[src/rtl/bchf_pkg.sv]
package bchf_pkg;
   // register offsets
   localparam logic [7:0] OFS_CTRL     = 8'h00;
   localparam logic [7:0] OFS_CTRL_SET = 8'h04;
   localparam logic [7:0] OFS_CTRL_CLR = 8'h08;
   localparam logic [7:0] OFS_LIMITS   = 8'h0C;
   localparam logic [7:0] OFS_BYTE     = 8'h10;
   localparam logic [7:0] OFS_PAR0     = 8'h14;
   localparam logic [7:0] OFS_STAT     = 8'h24;
   localparam logic [7:0] OFS_EIDX0    = 8'h28;
   localparam logic [7:0] OFS_IEN      = 8'h38;
   localparam logic [7:0] OFS_IEN_SET  = 8'h3C;
   localparam logic [7:0] OFS_IEN_CLR  = 8'h40;

   // control bits
   localparam int CB_RUN  = 0;
   localparam int CB_INIT = 1;
   localparam int CB_STR8 = 2;
   localparam int CB_ENC  = 3;
   localparam int CTRL_W  = 4;

   // status bits
   localparam int SB_ERR   = 0;
   localparam int SB_UNC   = 1;
   localparam int SB_ENCF  = 2;
   localparam int SB_DECF  = 3;
   localparam int SB_ALLF  = 4;
   localparam int SB_ALL0  = 5;
   localparam int SB_TOT   = 16;
   localparam int SB_NUM   = 28;

   localparam logic [31:0] FIN_MASK = 32'h0000_003C;

   function automatic logic [31:0] lane_mask(input logic [3:0] be);
      logic [31:0] m;
      for (int i = 0; i < 4; i++) m[i*8 +: 8] = {8{be[i]}};
      return m;
   endfunction
endpackage

[src/rtl/bchf_ctrl.sv]
module bchf_ctrl
   import bchf_pkg::*;
#(
   parameter int W = CTRL_W
) (
   input  logic         clk,
   input  logic         rst_n,
   input  logic         set_we,
   input  logic         clr_we,
   input  logic [W-1:0] wmask,
   output logic [W-1:0] ctrl_q
);
   generate
      if (W <= CB_ENC) begin : g_bad_w
         $error("bchf_ctrl: W must cover the encode bit");
      end
   endgenerate

   logic [W-1:0] ctrl_d;

   always_comb begin
      ctrl_d = ctrl_q;
      ctrl_d[CB_INIT] = 1'b0;
      if (set_we) ctrl_d = ctrl_d | wmask;
      if (clr_we) ctrl_d = ctrl_d & ~wmask;
   end

   always_ff @(posedge clk or negedge rst_n) begin
      if (!rst_n) ctrl_q <= '0;
      else        ctrl_q <= ctrl_d;
   end

   // init lasts a single cycle unless set again
   a_r3_init_selfclear: assert property (@(posedge clk) disable iff (!rst_n)
      ctrl_q[CB_INIT] && !set_we |=> !ctrl_q[CB_INIT]);

   // a lone set write leaves every written one set
   a_r2_set_or: assert property (@(posedge clk) disable iff (!rst_n)
      set_we && !clr_we |=> (ctrl_q & $past(wmask)) == $past(wmask));
endmodule

[src/rtl/bchf_stream.sv]
module bchf_stream #(
   parameter int CNT_W   = 10,
   parameter bit OUT_REG = 1'b1
) (
   input  logic             clk,
   input  logic             rst_n,
   input  logic             init,
   input  logic             run,
   input  logic             enc_mode,
   input  logic             byte_we,
   input  logic [7:0]       byte_in,
   input  logic [CNT_W-1:0] enc_limit,
   input  logic [CNT_W-1:0] dec_limit,
   output logic             fin_pulse,
   output logic             fin_enc,
   output logic             all_ff,
   output logic             all_00,
   output logic             out_valid,
   output logic [7:0]       out_byte
);
   logic [CNT_W-1:0] cnt_q, cnt_inc, limit;
   logic             done_q, ff_q, zero_q, accept;

   assign accept    = byte_we & run & ~init & ~done_q;
   assign limit     = enc_mode ? enc_limit : dec_limit;
   assign cnt_inc   = cnt_q + 1'b1;
   assign fin_pulse = accept && (cnt_inc == limit);
   assign fin_enc   = enc_mode;
   assign all_ff    = ff_q & (byte_in == 8'hFF);
   assign all_00    = zero_q & (byte_in == 8'h00);

   always_ff @(posedge clk or negedge rst_n) begin
      if (!rst_n) begin
         cnt_q  <= '0;
         done_q <= 1'b0;
         ff_q   <= 1'b1;
         zero_q <= 1'b1;
      end else if (init) begin
         cnt_q  <= '0;
         done_q <= 1'b0;
         ff_q   <= 1'b1;
         zero_q <= 1'b1;
      end else if (accept) begin
         cnt_q  <= cnt_inc;
         ff_q   <= all_ff;
         zero_q <= all_00;
         if (fin_pulse) done_q <= 1'b1;
      end
   end

   generate
      if (OUT_REG) begin : g_out_reg
         always_ff @(posedge clk or negedge rst_n) begin
            if (!rst_n) begin
               out_valid <= 1'b0;
               out_byte  <= '0;
            end else begin
               out_valid <= accept;
               if (accept) out_byte <= byte_in;
            end
         end
      end else begin : g_out_comb
         assign out_valid = accept;
         assign out_byte  = byte_in;
      end
   endgenerate

   // completion only ever follows a byte write
   a_r5_done_on_byte: assert property (@(posedge clk) disable iff (!rst_n)
      $rose(done_q) |-> $past(byte_we));

   // once complete, the counter freezes until init
   a_r8_hold_after_done: assert property (@(posedge clk) disable iff (!rst_n)
      done_q && !init |=> cnt_q == $past(cnt_q));
endmodule

[src/rtl/bchf_status.sv]
module bchf_status
   import bchf_pkg::*;
#(
   parameter int NUM_W = 4,
   parameter int TOT_W = 7
) (
   input  logic             clk,
   input  logic             rst_n,
   input  logic             init,
   input  logic             fin_pulse,
   input  logic             fin_enc,
   input  logic             all_ff,
   input  logic             all_00,
   input  logic             eng_err_found,
   input  logic             eng_uncor,
   input  logic [NUM_W-1:0] eng_err_num,
   input  logic [TOT_W-1:0] eng_err_total,
   input  logic             w1c_we,
   input  logic             ien_set,
   input  logic             ien_clr,
   input  logic [31:0]      wmask,
   output logic [31:0]      stat_q,
   output logic [31:0]      ien_q,
   output logic             irq
);
   generate
      if (SB_NUM + NUM_W > 32) begin : g_bad_num
         $error("bchf_status: NUM_W too wide");
      end
      if (SB_TOT + TOT_W > SB_NUM) begin : g_bad_tot
         $error("bchf_status: TOT_W overlaps the count field");
      end
   endgenerate

   logic [31:0] stat_d;

   always_comb begin
      stat_d = stat_q;
      if (w1c_we) stat_d = stat_d & ~wmask;
      if (init)   stat_d = stat_d & ~FIN_MASK;
      if (fin_pulse) begin
         if (fin_enc) stat_d[SB_ENCF] = 1'b1;
         else         stat_d[SB_DECF] = 1'b1;
         if (all_ff) stat_d[SB_ALLF] = 1'b1;
         if (all_00) stat_d[SB_ALL0] = 1'b1;
         if (!fin_enc) begin
            stat_d[SB_ERR]              = eng_err_found;
            stat_d[SB_UNC]              = eng_uncor;
            stat_d[SB_NUM +: NUM_W]     = eng_err_num;
            stat_d[SB_TOT +: TOT_W]     = eng_err_total;
         end
      end
   end

   always_ff @(posedge clk or negedge rst_n) begin
      if (!rst_n) stat_q <= '0;
      else        stat_q <= stat_d;
   end

   always_ff @(posedge clk or negedge rst_n) begin
      if (!rst_n) ien_q <= '0;
      else if (ien_set) ien_q <= ien_q | wmask;
      else if (ien_clr) ien_q <= ien_q & ~wmask;
   end

   assign irq = |(stat_q & ien_q);

   // clearing every bit with no completion pending empties the word
   a_r9_w1c_all: assert property (@(posedge clk) disable iff (!rst_n)
      w1c_we && (wmask == 32'hFFFF_FFFF) && !fin_pulse |=> stat_q == 32'h0);

   // init drops the finished and tracker flags
   a_r3_init_flags: assert property (@(posedge clk) disable iff (!rst_n)
      init && !fin_pulse |=> (stat_q & FIN_MASK) == 32'h0);
endmodule

[src/rtl/bch_regfront.sv]
module bch_regfront
   import bchf_pkg::*;
#(
   parameter int NPAR    = 4,
   parameter int NEIDX   = 4,
   parameter int CNT_W   = 10,
   parameter int NUM_W   = 4,
   parameter int TOT_W   = 7,
   parameter bit OUT_REG = 1'b1
) (
   input  logic                clk,
   input  logic                rst_n,
   input  logic                bus_we,
   input  logic                bus_re,
   input  logic [7:0]          bus_addr,
   input  logic [3:0]          bus_be,
   input  logic [31:0]         bus_wdata,
   output logic [31:0]         bus_rdata,
   output logic                bus_rvalid,
   output logic                irq,
   output logic                eng_enable,
   output logic                eng_init,
   output logic                eng_str8,
   output logic                eng_enc,
   output logic                eng_byte_valid,
   output logic [7:0]          eng_byte,
   input  logic [NPAR*32-1:0]  eng_parity,
   input  logic [NEIDX*32-1:0] eng_erridx,
   input  logic                eng_err_found,
   input  logic                eng_uncor,
   input  logic [NUM_W-1:0]    eng_err_num,
   input  logic [TOT_W-1:0]    eng_err_total
);
   localparam int          DEC_LSB  = 16;
   localparam logic [31:0] FIELD    = 32'((64'd1 << CNT_W) - 1);
   localparam logic [31:0] LIM_KEEP = FIELD | (FIELD << DEC_LSB);

   generate
      if (NPAR < 1 || NPAR > 4) begin : g_bad_par
         $error("bch_regfront: NPAR must be 1..4");
      end
      if (NEIDX < 1 || NEIDX > 4) begin : g_bad_eidx
         $error("bch_regfront: NEIDX must be 1..4");
      end
      if (CNT_W < 1 || CNT_W > 16) begin : g_bad_cnt
         $error("bch_regfront: CNT_W must be 1..16");
      end
   endgenerate

   logic [31:0] lmask, wmasked, lim_q;
   logic [CTRL_W-1:0] ctrl_q;
   logic [31:0] stat_q, ien_q;
   logic fin_pulse, fin_enc, all_ff, all_00;

   assign lmask   = lane_mask(bus_be);
   assign wmasked = bus_wdata & lmask;

   // control word
   bchf_ctrl #(.W(CTRL_W)) u_ctrl (
      .clk    (clk),
      .rst_n  (rst_n),
      .set_we (bus_we && bus_addr == OFS_CTRL_SET),
      .clr_we (bus_we && bus_addr == OFS_CTRL_CLR),
      .wmask  (wmasked[CTRL_W-1:0]),
      .ctrl_q (ctrl_q)
   );

   assign eng_enable = ctrl_q[CB_RUN];
   assign eng_init   = ctrl_q[CB_INIT];
   assign eng_str8   = ctrl_q[CB_STR8];
   assign eng_enc    = ctrl_q[CB_ENC];

   // byte limits
   always_ff @(posedge clk or negedge rst_n) begin
      if (!rst_n) lim_q <= '0;
      else if (bus_we && bus_addr == OFS_LIMITS)
         lim_q <= ((lim_q & ~lmask) | wmasked) & LIM_KEEP;
   end

   bchf_stream #(.CNT_W(CNT_W), .OUT_REG(OUT_REG)) u_stream (
      .clk       (clk),
      .rst_n     (rst_n),
      .init      (ctrl_q[CB_INIT]),
      .run       (ctrl_q[CB_RUN]),
      .enc_mode  (ctrl_q[CB_ENC]),
      .byte_we   (bus_we && bus_addr == OFS_BYTE && bus_be[0]),
      .byte_in   (bus_wdata[7:0]),
      .enc_limit (lim_q[CNT_W-1:0]),
      .dec_limit (lim_q[DEC_LSB +: CNT_W]),
      .fin_pulse (fin_pulse),
      .fin_enc   (fin_enc),
      .all_ff    (all_ff),
      .all_00    (all_00),
      .out_valid (eng_byte_valid),
      .out_byte  (eng_byte)
   );

   bchf_status #(.NUM_W(NUM_W), .TOT_W(TOT_W)) u_status (
      .clk           (clk),
      .rst_n         (rst_n),
      .init          (ctrl_q[CB_INIT]),
      .fin_pulse     (fin_pulse),
      .fin_enc       (fin_enc),
      .all_ff        (all_ff),
      .all_00        (all_00),
      .eng_err_found (eng_err_found),
      .eng_uncor     (eng_uncor),
      .eng_err_num   (eng_err_num),
      .eng_err_total (eng_err_total),
      .w1c_we        (bus_we && bus_addr == OFS_STAT),
      .ien_set       (bus_we && bus_addr == OFS_IEN_SET),
      .ien_clr       (bus_we && bus_addr == OFS_IEN_CLR),
      .wmask         (wmasked),
      .stat_q        (stat_q),
      .ien_q         (ien_q),
      .irq           (irq)
   );

   // registered read port
   logic [31:0] rd_d;

   always_comb begin
      rd_d = '0;
      case (bus_addr)
         OFS_CTRL:   rd_d = 32'(ctrl_q);
         OFS_LIMITS: rd_d = lim_q;
         OFS_STAT:   rd_d = stat_q;
         OFS_IEN:    rd_d = ien_q;
         default:    rd_d = '0;
      endcase
      for (int k = 0; k < NPAR; k++)
         if (bus_addr == OFS_PAR0 + 8'(4*k)) rd_d = eng_parity[k*32 +: 32];
      for (int k = 0; k < NEIDX; k++)
         if (bus_addr == OFS_EIDX0 + 8'(4*k)) rd_d = eng_erridx[k*32 +: 32];
   end

   always_ff @(posedge clk or negedge rst_n) begin
      if (!rst_n) begin
         bus_rdata  <= '0;
         bus_rvalid <= 1'b0;
      end else begin
         bus_rvalid <= bus_re;
         if (bus_re) bus_rdata <= rd_d;
      end
   end
endmodule

[config.mk]
export PLATFORM = sky130hd
export DESIGN_NAME = bch_regfront
export DESIGN_NICKNAME = d
export VERILOG_FILES = /design/src/rtl/bchf_pkg.sv /design/src/rtl/bchf_ctrl.sv /design/src/rtl/bchf_stream.sv /design/src/rtl/bchf_status.sv /design/src/rtl/bch_regfront.sv
export SDC_FILE = /design/constraint.sdc
export NUM_CORES = 1
export LEC_CHECK = 0
export BUFFER_PORTS_ARGS = -buffer_cell sky130_fd_sc_hd__buf_2
export CAP_MARGIN = 0
export CORE_ASPECT_RATIO = 1.4
export CORE_UTILIZATION = 45
export DETAILED_ROUTE_END_ITERATION = 16
export GPL_ROUTABILITY_DRIVEN = 0
export PLACE_DENSITY = 0.78
export SLEW_MARGIN = 10
export SYNTH_ARGS = -nofsm -noshare
export SYNTH_HDL_FRONTEND = slang
export SYNTH_SLANG_ARGS = --single-unit
[constraint.sdc]
create_clock -name clk -period 2.3 [get_ports clk]
set_clock_uncertainty 0.05 [all_clocks]
set_input_delay 0.345 -clock clk [delete_from_list [all_inputs] [get_ports clk]]
set_output_delay 0.345 -clock clk [all_outputs]
set_load 0.1 [all_outputs]
==> flow_summary.html, run 1 <==
<table>
<tr><th>Metric</th><th>Value</th></tr>
<tr><th colspan="2">Run status</th></tr>
<tr><td>Run status</td><td>complete, but fails checks</td></tr>
<tr><td>Violated checks</td><td>setup timing</td></tr>
<tr><th colspan="2">Power</th></tr>
<tr><td>VDD IR-drop max</td><td>462 µV</td></tr>
<tr><td>Pwr per Cell Area</td><td>537 nW/µm²</td></tr>
<tr><td>Leakage</td><td>6.12 nW</td></tr>
<tr><th colspan="2">Drt</th></tr>
<tr><td>Detailed router's first-iteration violation count</td><td>1350</td></tr>
<tr><td>Antenna-violating nets left</td><td>0</td></tr>
<tr><td>Wire length reported by the detailed router</td><td>40800 µm</td></tr>
<tr><td>Drt pass-1 iters</td><td>10</td></tr>
<tr><td>Drt via density</td><td>6.38</td></tr>
<tr><td>Via total after detailed routing</td><td>11000</td></tr>
<tr><td>Residual DRC</td><td>0</td></tr>
<tr><td>Average detailed-routed wire length per instance</td><td>23.6 µm</td></tr>
<tr><th colspan="2">CTS</th></tr>
<tr><td>CTS HTree Levels</td><td>4</td></tr>
<tr><td>Skew-Pair Late Insertion Delay</td><td>roughly 430 ps</td></tr>
<tr><td>Number of buffers inserted during clock tree synthesis</td><td>17</td></tr>
<tr><td>Clock Root Buffer</td><td>clkbuf_16</td></tr>
<tr><td>Worst-path clk slew</td><td>60 ps</td></tr>
<tr><td>Maximum number of buffers from clock root to sink</td><td>2</td></tr>
<tr><td>Clock tree from TritonCTS</td><td>yes</td></tr>
<tr><td>Count of clock tree sinks</td><td>143</td></tr>
<tr><th colspan="2">Critical path</th></tr>
<tr><td>Data required time of the critical path</td><td>1900 ps</td></tr>
<tr><td>Critical-path cell with the highest stage delay</td><td>or4_4</td></tr>
<tr><td>Number of cells on the worst reg-to-reg path</td><td>8</td></tr>
<tr><td>Delay of the slowest critical-path stage</td><td>~580 ps</td></tr>
<tr><td>Arrival time worst endpoint</td><td>2110 ps</td></tr>
<tr><td>Highest fanout seen on the critical path</td><td>3</td></tr>
<tr><td>Critical path type</td><td>flip-flop to output port</td></tr>
<tr><td>Flop2flop setup slack</td><td>~90 ps</td></tr>
<tr><td>Worst R2R End</td><td>u_status.stat_q[31]</td></tr>
<tr><td>Nature of the critical path endpoint</td><td>output port</td></tr>
<tr><td>Type of element launching the critical path</td><td>flip-flop</td></tr>
<tr><td>Cell-by-cell trace of the critical path</td><td>a221oi_2 &gt; nand3_1 &gt; or4_4 &gt; buf_12</td></tr>
<tr><th colspan="2">Synthesis</th></tr>
<tr><td>Most used DFF post-synth</td><td>dfrtp_1</td></tr>
<tr><td>Sequential area share after synthesis</td><td>38.6%</td></tr>
<tr><td>Proportion of register bits with asynchronous set or reset after synthesis</td><td>between 90% and 100%</td></tr>
<tr><td>Netlist cell types</td><td>69</td></tr>
<tr><td>Count of yosys warnings during synthesis</td><td>0</td></tr>
<tr><td>Number of enable flip-flop cells after synthesis</td><td>0</td></tr>
<tr><td>Syn_area_per_cell</td><td>8.94 µm²</td></tr>
<tr><td>Post-Synthesis Cell Area</td><td>around 9300 µm²</td></tr>
<tr><td>Syn_nets</td><td>1357</td></tr>
<tr><td>Cells after Synth</td><td>1039</td></tr>
<tr><td>Synthesized flop and latch total</td><td>143</td></tr>
<tr><th colspan="2">Final layout</th></tr>
<tr><td>Most common cell after layout, fill and taps aside</td><td>buf_2</td></tr>
<tr><td>Most used cells in the layout excluding fill and tap cells</td><td>361 x buf_2, 138 x dfrtp_1, 137 x o21ai_0</td></tr>
<tr><td>Layout Cell Area excl Fill</td><td>about 13000 µm²</td></tr>
<tr><td>Final instance count without filler cells</td><td>between 1500 and 2000</td></tr>
<tr><td>End-of-flow core utilization</td><td>64.1%</td></tr>
<tr><td>Layout cell share with drive strength beyond 1</td><td>40.1%</td></tr>
<tr><td>Net count, final</td><td>1768</td></tr>
<tr><td>Signed area change from the synthesized netlist to the final layout</td><td>38.5%</td></tr>
<tr><th colspan="2">Floorplan</th></tr>
<tr><td>Boundary Pins</td><td>364</td></tr>
<tr><td>Core ar.</td><td>between 20000 and 25000 µm²</td></tr>
<tr><td>Die Y</td><td>172 µm</td></tr>
<tr><td>Die area</td><td>between 20000 and 25000 µm²</td></tr>
<tr><td>Initial standard-cell utilization of the core</td><td>~46%</td></tr>
<tr><td>Placement row count</td><td>61</td></tr>
<tr><td>Horizontal extent of the die</td><td>123 µm</td></tr>
<tr><th colspan="2">STA</th></tr>
<tr><td>Unrepaired setup endpoints after global routing</td><td>yes</td></tr>
<tr><td>Peak Freq</td><td>399 MHz</td></tr>
<tr><td>Final critical-path share of the clock period</td><td>109%</td></tr>
<tr><td>Setup violators final</td><td>1</td></tr>
<tr><td>Slew @ Worst Pin</td><td>~600 ps</td></tr>
<tr><td>Final-report hold violation count</td><td>0</td></tr>
<tr><td>Slew Viols, Final</td><td>0</td></tr>
<tr><td>Final WS setup</td><td>-203 ps</td></tr>
<tr><td>Worst max-slew margin expressed relative to the limit</td><td>60.3%</td></tr>
<tr><td>Shortest clock period the worst path allows after layout</td><td>around 2500 ps</td></tr>
<tr><th colspan="2">Global route</th></tr>
<tr><td>Largest net degree at the start of global routing</td><td>62</td></tr>
<tr><td>Congestion Overflow GR</td><td>0</td></tr>
<tr><td>First-pass GRT wire length</td><td>59700 µm</td></tr>
<tr><td>Global router's overall resource usage</td><td>38.1%</td></tr>
<tr><td>Number of global-route vias before repair</td><td>10600</td></tr>
<tr><td>Initial antenna violation count</td><td>15</td></tr>
<tr><th colspan="2">Placed design</th></tr>
<tr><td>Area after detailed placement</td><td>12100 µm²</td></tr>
<tr><td>Detail Placement HPWL</td><td>31800 µm</td></tr>
<tr><td>Post-place setup slack</td><td>-156 ps</td></tr>
<tr><td>Number of placed instances, taps included</td><td>1676</td></tr>
<tr><td>Count of input and output buffers</td><td>363</td></tr>
<tr><th colspan="2">Hold path</th></tr>
<tr><td>Hold path cells</td><td>3</td></tr>
<tr><td>Hold Startpoint</td><td>eng_err_total[2]</td></tr>
<tr><td>Type of the worst min-delay path</td><td>input port to flip-flop</td></tr>
<tr><td>Hold EP</td><td>u_status.stat_q[18]</td></tr>
<tr><th colspan="2">Run</th></tr>
<tr><td>Max-cap check violation count</td><td>0</td></tr>
</table>
worst max-delay path: cells and delay by family (launching register included):
kind                   cells  cell delay (ps)
flip-flops                 1              500
AO/OA/AOI/OAI              1              320
buffers and inverters      1              190
AND/OR/NAND/NOR            2              670
power by group:
group / switching (mW) / internal, mW / leakage [nW]
Sequential: 0.0510 / 2.58 / 1.94
Combinational: 0.750 / 0.448 / 3.86
Clock: 1.12 / 1.96 / 0.310
routing by layer:
layer	GRT usage [%]	part of all wire [%]	up-vias
met5	0	0.10	-
met4	25.7	6.5	8
met3	12.7	11	190
met2	61.9	48	790
met1	41.9	34	5206
li1	-	-	4824
synthesized netlist by cell type (4+ instances only):
master	n	area, µm²
a211oi_1	17	128
a21o_1	22	165
a21oi_1	83	415
a221oi_1	8	70.1
a222oi_1	22	220
a22o_1	5	43.8
a22oi_1	53	398
a32o_1	6	60.1
a32oi_1	4	35.0
and2_1	6	37.5
buf_1	6	22.5
buf_2	20	100
clkbuf_1	60	225
dfrtp_1	141	3530
inv_1	17	63.8
mux2_2	48	541
mux2i_1	28	280
nand2_1	91	342
nand2b_1	19	119
nand3_1	17	85.1
nand3b_1	8	60.1
nand4_1	6	37.5
nor2_1	21	78.8
nor2b_1	15	93.8
nor3_1	7	35.0
o211ai_1	16	120
o21a_1	15	113
o21ai_0	137	686
o22ai_1	59	369
xnor2_1	10	87.6
xor2_1	8	70.1
kinds of logic after synthesis:
| family | Yosys count | synth area share (%) |
|---|---|---|
| compound gates | 465 | 31.9 |
| simple gates | 228 | 13.9 |
| flops | 143 | 38.6 |
| buf+inv | 108 | 4.87 |
| mux | 76 | 8.84 |
| xor+xnor | 18 | 1.70 |
| fa+ha+maj | 1 | 0.135 |
worst max-delay path by stage:
| stage | start | endpoint | slack (ps) |
|---|---|---|---|
| 2_1_floorplan | flip-flop | u_status.stat_q[0] | -30 |
| 3_3_place_gp | bus_addr[3] | bus_rdata[2] | -120 |
| 3_5_place_dp | bus_addr[6] | bus_rdata[15] | -160 |
| 4_1_cts | flip-flop | irq | -200 |
| 5_1_grt | u_status.stat_q[27] | irq | -250 |
| 6_report | u_status.stat_q[22] | irq | -200 |
what timing repair did:
| item | in CTS | in global routing |
|---|---|---|
| hold endpoints to repair | 57 | 0 |
| setup buffers | 0 | 7 |
| pin swaps | 2 | 5 |
| gates resized for setup | 7 | 0 |
| hold buffers | 1 | 0 |
| endpoints found under the setup margin | 1 | 18 |
per-stage QoR:
step	hold slack, ps	setup TNS (ps)	total power, mW
floorplan	-0.591	-302	3.24
global placement	312	-422	3.82
detailed placement	314	-2170	3.83
CTS	83.3	-204	6.91
global route	104	-255	7.11
finish	103	-203	6.90
final cells by class:
cell class | count | area, µm²
antenna | 12 | 30.0
inverter | 18 | 68.8
clock buffer | 19 | 443
tap | 252 | 315
multi-input combinational | 788 | 5310
fill | 1674 | 7210
clock inverter | 13 | 209
timing repair buffer | 482 | 2900
sequential | 143 | 3590
(Power assumes the default switching activity.)
==> run 2, diff against run 1 <==
Settings changed: CORE_UTILIZATION 45 to 41, PLACE_DENSITY 0.78 to 0.72.
==> flow_summary.html, run 2 (same netlist as run 1, synthesis figures left out) <==
<table>
<tr><th>Metric</th><th>Value</th></tr>
<tr><th colspan="2">Run status</th></tr>
<tr><td>Run status</td><td>complete, but fails checks</td></tr>
<tr><td>Violated checks</td><td>setup timing</td></tr>
<tr><th colspan="2">Global route</th></tr>
<tr><td>Number of global-route vias before repair</td><td>10600</td></tr>
<tr><td>Congestion Overflow GR</td><td>0</td></tr>
<tr><td>Met3 track utilization from global routing</td><td>8.02%</td></tr>
<tr><td>Global router's overall resource usage</td><td>roughly a third</td></tr>
<tr><td>Met1 Use GR</td><td>39.2%</td></tr>
<tr><td>Largest net degree at the start of global routing</td><td>53</td></tr>
<tr><td>GR Layer Usage met2</td><td>a little under three fifths</td></tr>
<tr><td>First-pass GRT wire length</td><td>60000 µm</td></tr>
<tr><td>Global routing's busiest layer</td><td>met2</td></tr>
<tr><td>Initial antenna violation count</td><td>11</td></tr>
<tr><th colspan="2">Final layout</th></tr>
<tr><td>Signed area change from the synthesized netlist to the final layout</td><td>38.9%</td></tr>
<tr><td>Most used cells in the layout excluding fill and tap cells</td><td>361 x buf_2, 138 x dfrtp_1, 137 x o21ai_0</td></tr>
<tr><td>Layout cell share with drive strength beyond 1</td><td>40.4%</td></tr>
<tr><td>Layout Cell Area excl Fill</td><td>roughly 13000 µm²</td></tr>
<tr><td>Most common cell after layout, fill and taps aside</td><td>buf_2</td></tr>
<tr><td>Count of filler cells inserted in the layout</td><td>about 2000</td></tr>
<tr><td>Net count, final</td><td>1770</td></tr>
<tr><th colspan="2">Hold path</th></tr>
<tr><td>Hold Startpoint</td><td>eng_err_total[2]</td></tr>
<tr><td>Hold path cells</td><td>3</td></tr>
<tr><td>Hold EP</td><td>u_status.stat_q[18]</td></tr>
<tr><td>Type of the worst min-delay path</td><td>input port to flip-flop</td></tr>
<tr><th colspan="2">CTS</th></tr>
<tr><td>Number of buffers inserted during clock tree synthesis</td><td>17</td></tr>
<tr><td>Clock tree from TritonCTS</td><td>yes</td></tr>
<tr><td>Skew-Pair Late Insertion Delay</td><td>between 400 and 500 ps</td></tr>
<tr><td>Clock Root Buffer</td><td>clkbuf_16</td></tr>
<tr><td>Worst-path clk slew</td><td>60 ps</td></tr>
<tr><td>CTS HTree Levels</td><td>4</td></tr>
<tr><td>Maximum number of buffers from clock root to sink</td><td>2</td></tr>
<tr><td>Count of clock tree sinks</td><td>143</td></tr>
<tr><th colspan="2">Critical path</th></tr>
<tr><td>Data required time of the critical path</td><td>1900 ps</td></tr>
<tr><td>Nature of the critical path endpoint</td><td>output port</td></tr>
<tr><td>Number of cells on the worst reg-to-reg path</td><td>9</td></tr>
<tr><td>Critical path type</td><td>flip-flop to output port</td></tr>
<tr><td>Critical-path cell with the highest stage delay</td><td>or4_4</td></tr>
<tr><td>Highest fanout seen on the critical path</td><td>2</td></tr>
<tr><td>Worst R2R End</td><td>u_status.stat_q[1]</td></tr>
<tr><td>Type of element launching the critical path</td><td>flip-flop</td></tr>
<tr><td>Cell-by-cell trace of the critical path</td><td>a22o_1 &gt; a221oi_2 &gt; nand3_1 &gt; or4_4 &gt; buf_12</td></tr>
<tr><td>Arrival time worst endpoint</td><td>around 2100 ps</td></tr>
<tr><td>Flop2flop setup slack</td><td>60 ps</td></tr>
<tr><td>Delay of the slowest critical-path stage</td><td>550 ps</td></tr>
<tr><th colspan="2">Power</th></tr>
<tr><td>Sequential share of power</td><td>39.2%</td></tr>
<tr><td>Switching power</td><td>1.93 mW</td></tr>
<tr><td>Leakage</td><td>6.11 nW</td></tr>
<tr><td>Switching part of the total</td><td>28.8%</td></tr>
<tr><td>VDD IR-drop max</td><td>529 µV</td></tr>
<tr><td>Pwr per Cell Area</td><td>~520 nW/µm²</td></tr>
<tr><td>Clock Power Share</td><td>43.1%</td></tr>
<tr><td>Proportion of power drawn by combinational gates</td><td>17.7%</td></tr>
<tr><td>Internal Dissipation</td><td>4.76 mW</td></tr>
<tr><th colspan="2">Drt</th></tr>
<tr><td>Average detailed-routed wire length per instance</td><td>22.9 µm</td></tr>
<tr><td>Residual DRC</td><td>0</td></tr>
<tr><td>Wire length reported by the detailed router</td><td>40500 µm</td></tr>
<tr><td>Detailed router's first-iteration violation count</td><td>1193</td></tr>
<tr><td>Antenna-violating nets left</td><td>0</td></tr>
<tr><td>Drt pass-1 iters</td><td>9</td></tr>
<tr><td>Drt via density</td><td>6.13</td></tr>
<tr><td>Via total after detailed routing</td><td>10900</td></tr>
<tr><th colspan="2">Floorplan</th></tr>
<tr><td>Core ar.</td><td>22000 µm²</td></tr>
<tr><td>Initial standard-cell utilization of the core</td><td>42.2%</td></tr>
<tr><td>Boundary Pins</td><td>364</td></tr>
<tr><td>Horizontal extent of the die</td><td>129 µm</td></tr>
<tr><td>Die Y</td><td>180 µm</td></tr>
<tr><td>Placement row count</td><td>64</td></tr>
<tr><td>Die area</td><td>23300 µm²</td></tr>
<tr><th colspan="2">Run</th></tr>
<tr><td>Max-cap check violation count</td><td>0</td></tr>
<tr><th colspan="2">STA</th></tr>
<tr><td>Peak Freq</td><td>402 MHz</td></tr>
<tr><td>Setup violators final</td><td>1</td></tr>
<tr><td>Final-report hold violation count</td><td>0</td></tr>
<tr><td>Unrepaired setup endpoints after global routing</td><td>yes</td></tr>
<tr><td>Final critical-path share of the clock period</td><td>108%</td></tr>
<tr><td>Slew Viols, Final</td><td>0</td></tr>
<tr><td>Final WS setup</td><td>-187 ps</td></tr>
<tr><td>Slew @ Worst Pin</td><td>639 ps</td></tr>
<tr><td>Shortest clock period the worst path allows after layout</td><td>2490 ps</td></tr>
<tr><td>Worst max-slew margin expressed relative to the limit</td><td>57.4%</td></tr>
<tr><td>Hold slack final</td><td>91.1 ps</td></tr>
<tr><th colspan="2">Placed design</th></tr>
<tr><td>Detail Placement HPWL</td><td>31500 µm</td></tr>
<tr><td>Count of input and output buffers</td><td>363</td></tr>
<tr><td>Area after detailed placement</td><td>12100 µm²</td></tr>
</table>
==> run 2: cell count changes in the layout (fill, tap and decap cells not counted), sizes merged <==
| cell | delta |
|---|---|
| buf | +1 |
| clkinvlp | -1 |
| diode | -3 |
| inv | +1 |
| clkbuf | +2 |
| bufinv | -2 |
| clkinv | +1 |
==> run 2: power groups by stage <==
| stage | Sequential (mW) | Combinational, mW | Clock (mW) |
|---|---|---|---|
| final | 2.62 | 1.19 | 2.88 |
| after global routing | 2.63 | 1.26 | 2.99 |
| after CTS | 2.62 | 1.16 | 2.91 |
| after detailed placement | 2.67 | 1.16 | 0 |
| after global placement | 2.67 | 1.14 | 0 |
| after floorplan | 2.89 | 0.353 | 0 |
==> run 2: worst max-delay path by stage <==
stage	end	slack, ps	cells after the start
3_3_place_gp	bus_rdata[10]	-110	10
5_1_grt	irq	-190	5
2_1_floorplan	u_status.stat_q[0]	-30	9
3_5_place_dp	bus_rdata[10]	-100	10
4_1_cts	irq	-190	5
6_report	irq	-190	5
==> run 2: timing repair <==
action / 4_1_cts / 5_1_grt
buffers inserted: 1 / 8
hold buffers: 1 / 0
gates resized for setup: 7 / 5
endpoints found under the setup margin: 1 / 18
endpoints found under the hold margin: 48 / 0
pin swaps: 1 / 6
==> run 2: cell type report <==
type	count	area, µm²	share of cell area, %
Antenna cell	9	22.5	0.175
Clock buffer	20	447	3.46
Clock inverter	12	159	1.23
Inverter	18	68.8	0.534
Multi-Input combinational cell	788	5330	41.3
Sequential cell	143	3590	27.8
Tap cell	297	372	2.88
Timing Repair Buffer	484	2910	22.6
==> run 2: stage by stage <==
stage	std cells	utilization (%)	setup WS (ps)	power [mW]	TNS [ps]
final	1771	58.6	-187	6.69	-187
after global routing	1769	58.5	-194	6.88	-244
after CTS	1754	58.0	-186	6.69	-186
after detailed placement	1721	55.1	-96.3	3.82	-1040
after global placement	1721	55.1	-112	3.81	-183
after floorplan	1039	-	-33.6	3.24	-302
==> run 2: critical path, delay by kind of cell, from the launching register on <==
family | cells | cell delay, ps
and+or+nand+nor | 2 | 680
buffers and inverters | 1 | 190
DFF | 1 | 380
AOI/OAI and AO/OA | 2 | 410
==> run 2: per-layer routing <==
layer  up-vias  share of wire [%]
met5         -              0.064
met1      5268                 37
li1       4808                  -
met3       148                8.7
met2       622                 49
met4         4                5.9
==> run 3, diff against run 2 <==
Settings changed: MAX_ROUTING_LAYER set to met4, REMOVE_ABC_BUFFERS set to 1.
==> flow_summary.html, run 3 (same netlist as run 1, synthesis figures left out) <==
<table>
<tr><th>Metric</th><th>Value</th></tr>
<tr><th colspan="2">CTS</th></tr>
<tr><td>Maximum number of buffers from clock root to sink</td><td>2</td></tr>
<tr><td>Count of clock tree sinks</td><td>143</td></tr>
<tr><td>Number of buffers inserted during clock tree synthesis</td><td>17</td></tr>
<tr><td>Skew-Pair Late Insertion Delay</td><td>430 ps</td></tr>
<tr><td>Clock tree from TritonCTS</td><td>yes</td></tr>
<tr><td>CTS HTree Levels</td><td>4</td></tr>
<tr><td>Worst-path clk slew</td><td>roughly 70 ps</td></tr>
<tr><td>Clock Root Buffer</td><td>clkbuf_16</td></tr>
<tr><th colspan="2">Critical path</th></tr>
<tr><td>Type of element launching the critical path</td><td>flip-flop</td></tr>
<tr><td>Nature of the critical path endpoint</td><td>output port</td></tr>
<tr><td>Flop2flop setup slack</td><td>110 ps</td></tr>
<tr><td>Critical-path cell with the highest stage delay</td><td>or4_4</td></tr>
<tr><td>Worst R2R End</td><td>u_status.stat_q[17]</td></tr>
<tr><td>Number of buffer and inverter stages on the critical path</td><td>2</td></tr>
<tr><td>Family with the most delay on the worst path</td><td>simple AND/OR/NAND/NOR gates</td></tr>
<tr><td>Number of cells on the worst reg-to-reg path</td><td>9</td></tr>
<tr><td>Cell-by-cell trace of the critical path</td><td>a22oi_2 &gt; buf_4 &gt; nand4_1 &gt; or4_4 &gt; buf_12</td></tr>
<tr><td>Critical path type</td><td>flip-flop to output port</td></tr>
<tr><td>Arrival time worst endpoint</td><td>between 2000 and 2500 ps</td></tr>
<tr><td>Data required time of the critical path</td><td>1900 ps</td></tr>
<tr><td>Delay of the slowest critical-path stage</td><td>around 600 ps</td></tr>
<tr><td>Highest fanout seen on the critical path</td><td>2</td></tr>
<tr><th colspan="2">Drt</th></tr>
<tr><td>Drt pass-1 iters</td><td>6</td></tr>
<tr><td>Via total after detailed routing</td><td>around 11000</td></tr>
<tr><td>Drt via density</td><td>6.08</td></tr>
<tr><td>Antenna-violating nets left</td><td>0</td></tr>
<tr><td>Detailed router's first-iteration violation count</td><td>1094</td></tr>
<tr><td>Wire length reported by the detailed router</td><td>41600 µm</td></tr>
<tr><td>Residual DRC</td><td>0</td></tr>
<tr><td>Average detailed-routed wire length per instance</td><td>23.2 µm</td></tr>
<tr><th colspan="2">Final layout</th></tr>
<tr><td>Final instance count without filler cells</td><td>1795</td></tr>
<tr><td>Area occupied by multi-input gates</td><td>5320 µm²</td></tr>
<tr><td>Most used cells in the layout excluding fill and tap cells</td><td>361 x buf_2, 140 x dfrtp_1, 136 x o21ai_0</td></tr>
<tr><td>Storage element area</td><td>between 3000 and 4000 µm²</td></tr>
<tr><td>Signed area change from the synthesized netlist to the final layout</td><td>40.7%</td></tr>
<tr><td>Count of filler cells inserted in the layout</td><td>1957</td></tr>
<tr><td>Layout Cell Area excl Fill</td><td>approximately 13000 µm²</td></tr>
<tr><td>End-of-flow core utilization</td><td>about three fifths</td></tr>
<tr><td>Net count, final</td><td>around 1800</td></tr>
<tr><td>Most common cell after layout, fill and taps aside</td><td>buf_2</td></tr>
<tr><td>Layout cell share with drive strength beyond 1</td><td>40.6%</td></tr>
<tr><th colspan="2">Global route</th></tr>
<tr><td>Number of global-route vias before repair</td><td>10700</td></tr>
<tr><td>Largest net degree at the start of global routing</td><td>a little under 50</td></tr>
<tr><td>Initial antenna violation count</td><td>20</td></tr>
<tr><td>First-pass GRT wire length</td><td>61300 µm</td></tr>
<tr><td>Congestion Overflow GR</td><td>0</td></tr>
<tr><td>Global router's overall resource usage</td><td>36.5%</td></tr>
<tr><th colspan="2">STA</th></tr>
<tr><td>Unrepaired setup endpoints after global routing</td><td>yes</td></tr>
<tr><td>Worst max-slew margin expressed relative to the limit</td><td>a little over three fifths</td></tr>
<tr><td>Slew @ Worst Pin</td><td>approximately 550 ps</td></tr>
<tr><td>Slew Viols, Final</td><td>0</td></tr>
<tr><td>Shortest clock period the worst path allows after layout</td><td>2510 ps</td></tr>
<tr><td>Setup violators final</td><td>1</td></tr>
<tr><td>Final WS setup</td><td>-209 ps</td></tr>
<tr><td>Hold slack final</td><td>95.3 ps</td></tr>
<tr><td>Peak Freq</td><td>399 MHz</td></tr>
<tr><td>Final-report hold violation count</td><td>0</td></tr>
<tr><td>Final critical-path share of the clock period</td><td>109%</td></tr>
<tr><th colspan="2">Placed design</th></tr>
<tr><td>Number of placed instances, taps included</td><td>between 1500 and 2000</td></tr>
<tr><td>Detail Placement HPWL</td><td>~32000 µm</td></tr>
<tr><td>Count of input and output buffers</td><td>363</td></tr>
<tr><td>Area after detailed placement</td><td>around 12000 µm²</td></tr>
<tr><th colspan="2">Hold path</th></tr>
<tr><td>Hold Startpoint</td><td>eng_err_num[3]</td></tr>
<tr><td>Hold EP</td><td>u_status.stat_q[31]</td></tr>
<tr><td>Type of the worst min-delay path</td><td>input port to flip-flop</td></tr>
<tr><td>Hold path cells</td><td>3</td></tr>
<tr><th colspan="2">Floorplan</th></tr>
<tr><td>Initial standard-cell utilization of the core</td><td>42.2%</td></tr>
<tr><td>Die area</td><td>23300 µm²</td></tr>
<tr><td>Placement row count</td><td>64</td></tr>
<tr><td>Die Y</td><td>180 µm</td></tr>
<tr><td>Boundary Pins</td><td>approximately 360</td></tr>
<tr><td>Horizontal extent of the die</td><td>129 µm</td></tr>
<tr><td>Core ar.</td><td>22000 µm²</td></tr>
<tr><th colspan="2">Power</th></tr>
<tr><td>Leakage</td><td>between 6 and 7 nW</td></tr>
<tr><td>Proportion of power drawn by combinational gates</td><td>17.2%</td></tr>
<tr><td>Pwr per Cell Area</td><td>534 nW/µm²</td></tr>
<tr><td>Switching part of the total</td><td>28.7%</td></tr>
<tr><td>Sequential share of power</td><td>37.5%</td></tr>
<tr><td>VDD IR-drop max</td><td>504 µV</td></tr>
<tr><td>Internal Dissipation</td><td>4.98 mW</td></tr>
<tr><td>Clock Power Share</td><td>45.2%</td></tr>
<tr><td>Switching power</td><td>2.00 mW</td></tr>
<tr><th colspan="2">Run status</th></tr>
<tr><td>Violated checks</td><td>setup timing</td></tr>
<tr><td>Run status</td><td>complete, but fails checks</td></tr>
<tr><th colspan="2">Run</th></tr>
<tr><td>Max-cap check violation count</td><td>0</td></tr>
</table>
-- run 3: changes by cell type in the layout (fill, tap and decap cells not counted), moves of 4 or more --
cell,delta
diode_2,+11
buf_4,+14
mux2i_2,-4
mux2i_1,+4
-- run 3: through the flow --
step | power, mW | worst slack (ps) | setup TNS (ps)
final | 6.97 | -209 | -209
after global routing | 7.16 | -239 | -290
after CTS | 6.97 | -219 | -219
after detailed placement | 3.84 | -173 | -3710
after global placement | 3.82 | -140 | -2830
after floorplan | 3.18 | -2260 | -165970
-- run 3: metal layers --
metal / part of all wire (%) / global-route usage [%] / vias up
met2: 49 / 58.4 / 714
li1: - / - / 4859
met4: 5.7 / 24.3 / 0
met1: 36 / 39.9 / 5223
met3: 9.4 / 8.55 / 125
met5: 0 / - / -
-- run 3: worst register-to-register path, stage by stage, from the launching register on --
cell and delay, ps:
dfrtp_2 480, buf_4 190, mux2i_1 270, xnor2_1 200, xor2_1 170, o2bb2ai_1 110, buf_4 150, nand4_4 90
buf_12 180, mux2i_1 230
-- run 3: power by group through the flow --
| stage | Combinational (mW) | Sequential, mW | Clock, mW |
|---|---|---|---|
| floorplan | 0.288 | 2.89 | 0 |
| global placement | 1.16 | 2.66 | 0 |
| detailed placement | 1.18 | 2.66 | 0 |
| CTS | 1.18 | 2.62 | 3.17 |
| global route | 1.27 | 2.62 | 3.27 |
| finish | 1.20 | 2.62 | 3.15 |
-- run 3: area by class of cell --
type	count	share of cell area, %
flip-flops and latches	143	27.4
repair buffers	497	23.0
clock inverters	14	1.77
inverters	18	0.527
diodes	20	0.383
multi-input cells	788	40.7
well taps	297	2.84
clock buffers	18	3.29
-- run 3: worst max-delay path by stage --
stage	start	end	slack (ps)	depth (start not counted)
floorplan	bus_addr[6]	bus_rdata[29]	-2260	6
global placement	bus_addr[2]	bus_rdata[3]	-140	8
detailed placement	bus_addr[2]	bus_rdata[3]	-170	8
CTS	u_status.stat_q[27]	irq	-220	5
global route	flip-flop	irq	-240	5
finish	flip-flop	irq	-210	5
-- run 3: timing repair --
| item | 4_1_cts | 5_1_grt |
|---|---|---|
| hold buffers | 1 | 0 |
| setup buffers | 3 | 5 |
| endpoints found under the setup margin | 17 | 18 |
| hold endpoints to repair | 44 | 0 |
| resized for setup | 8 | 4 |
| pin swaps | 2 | 5 |
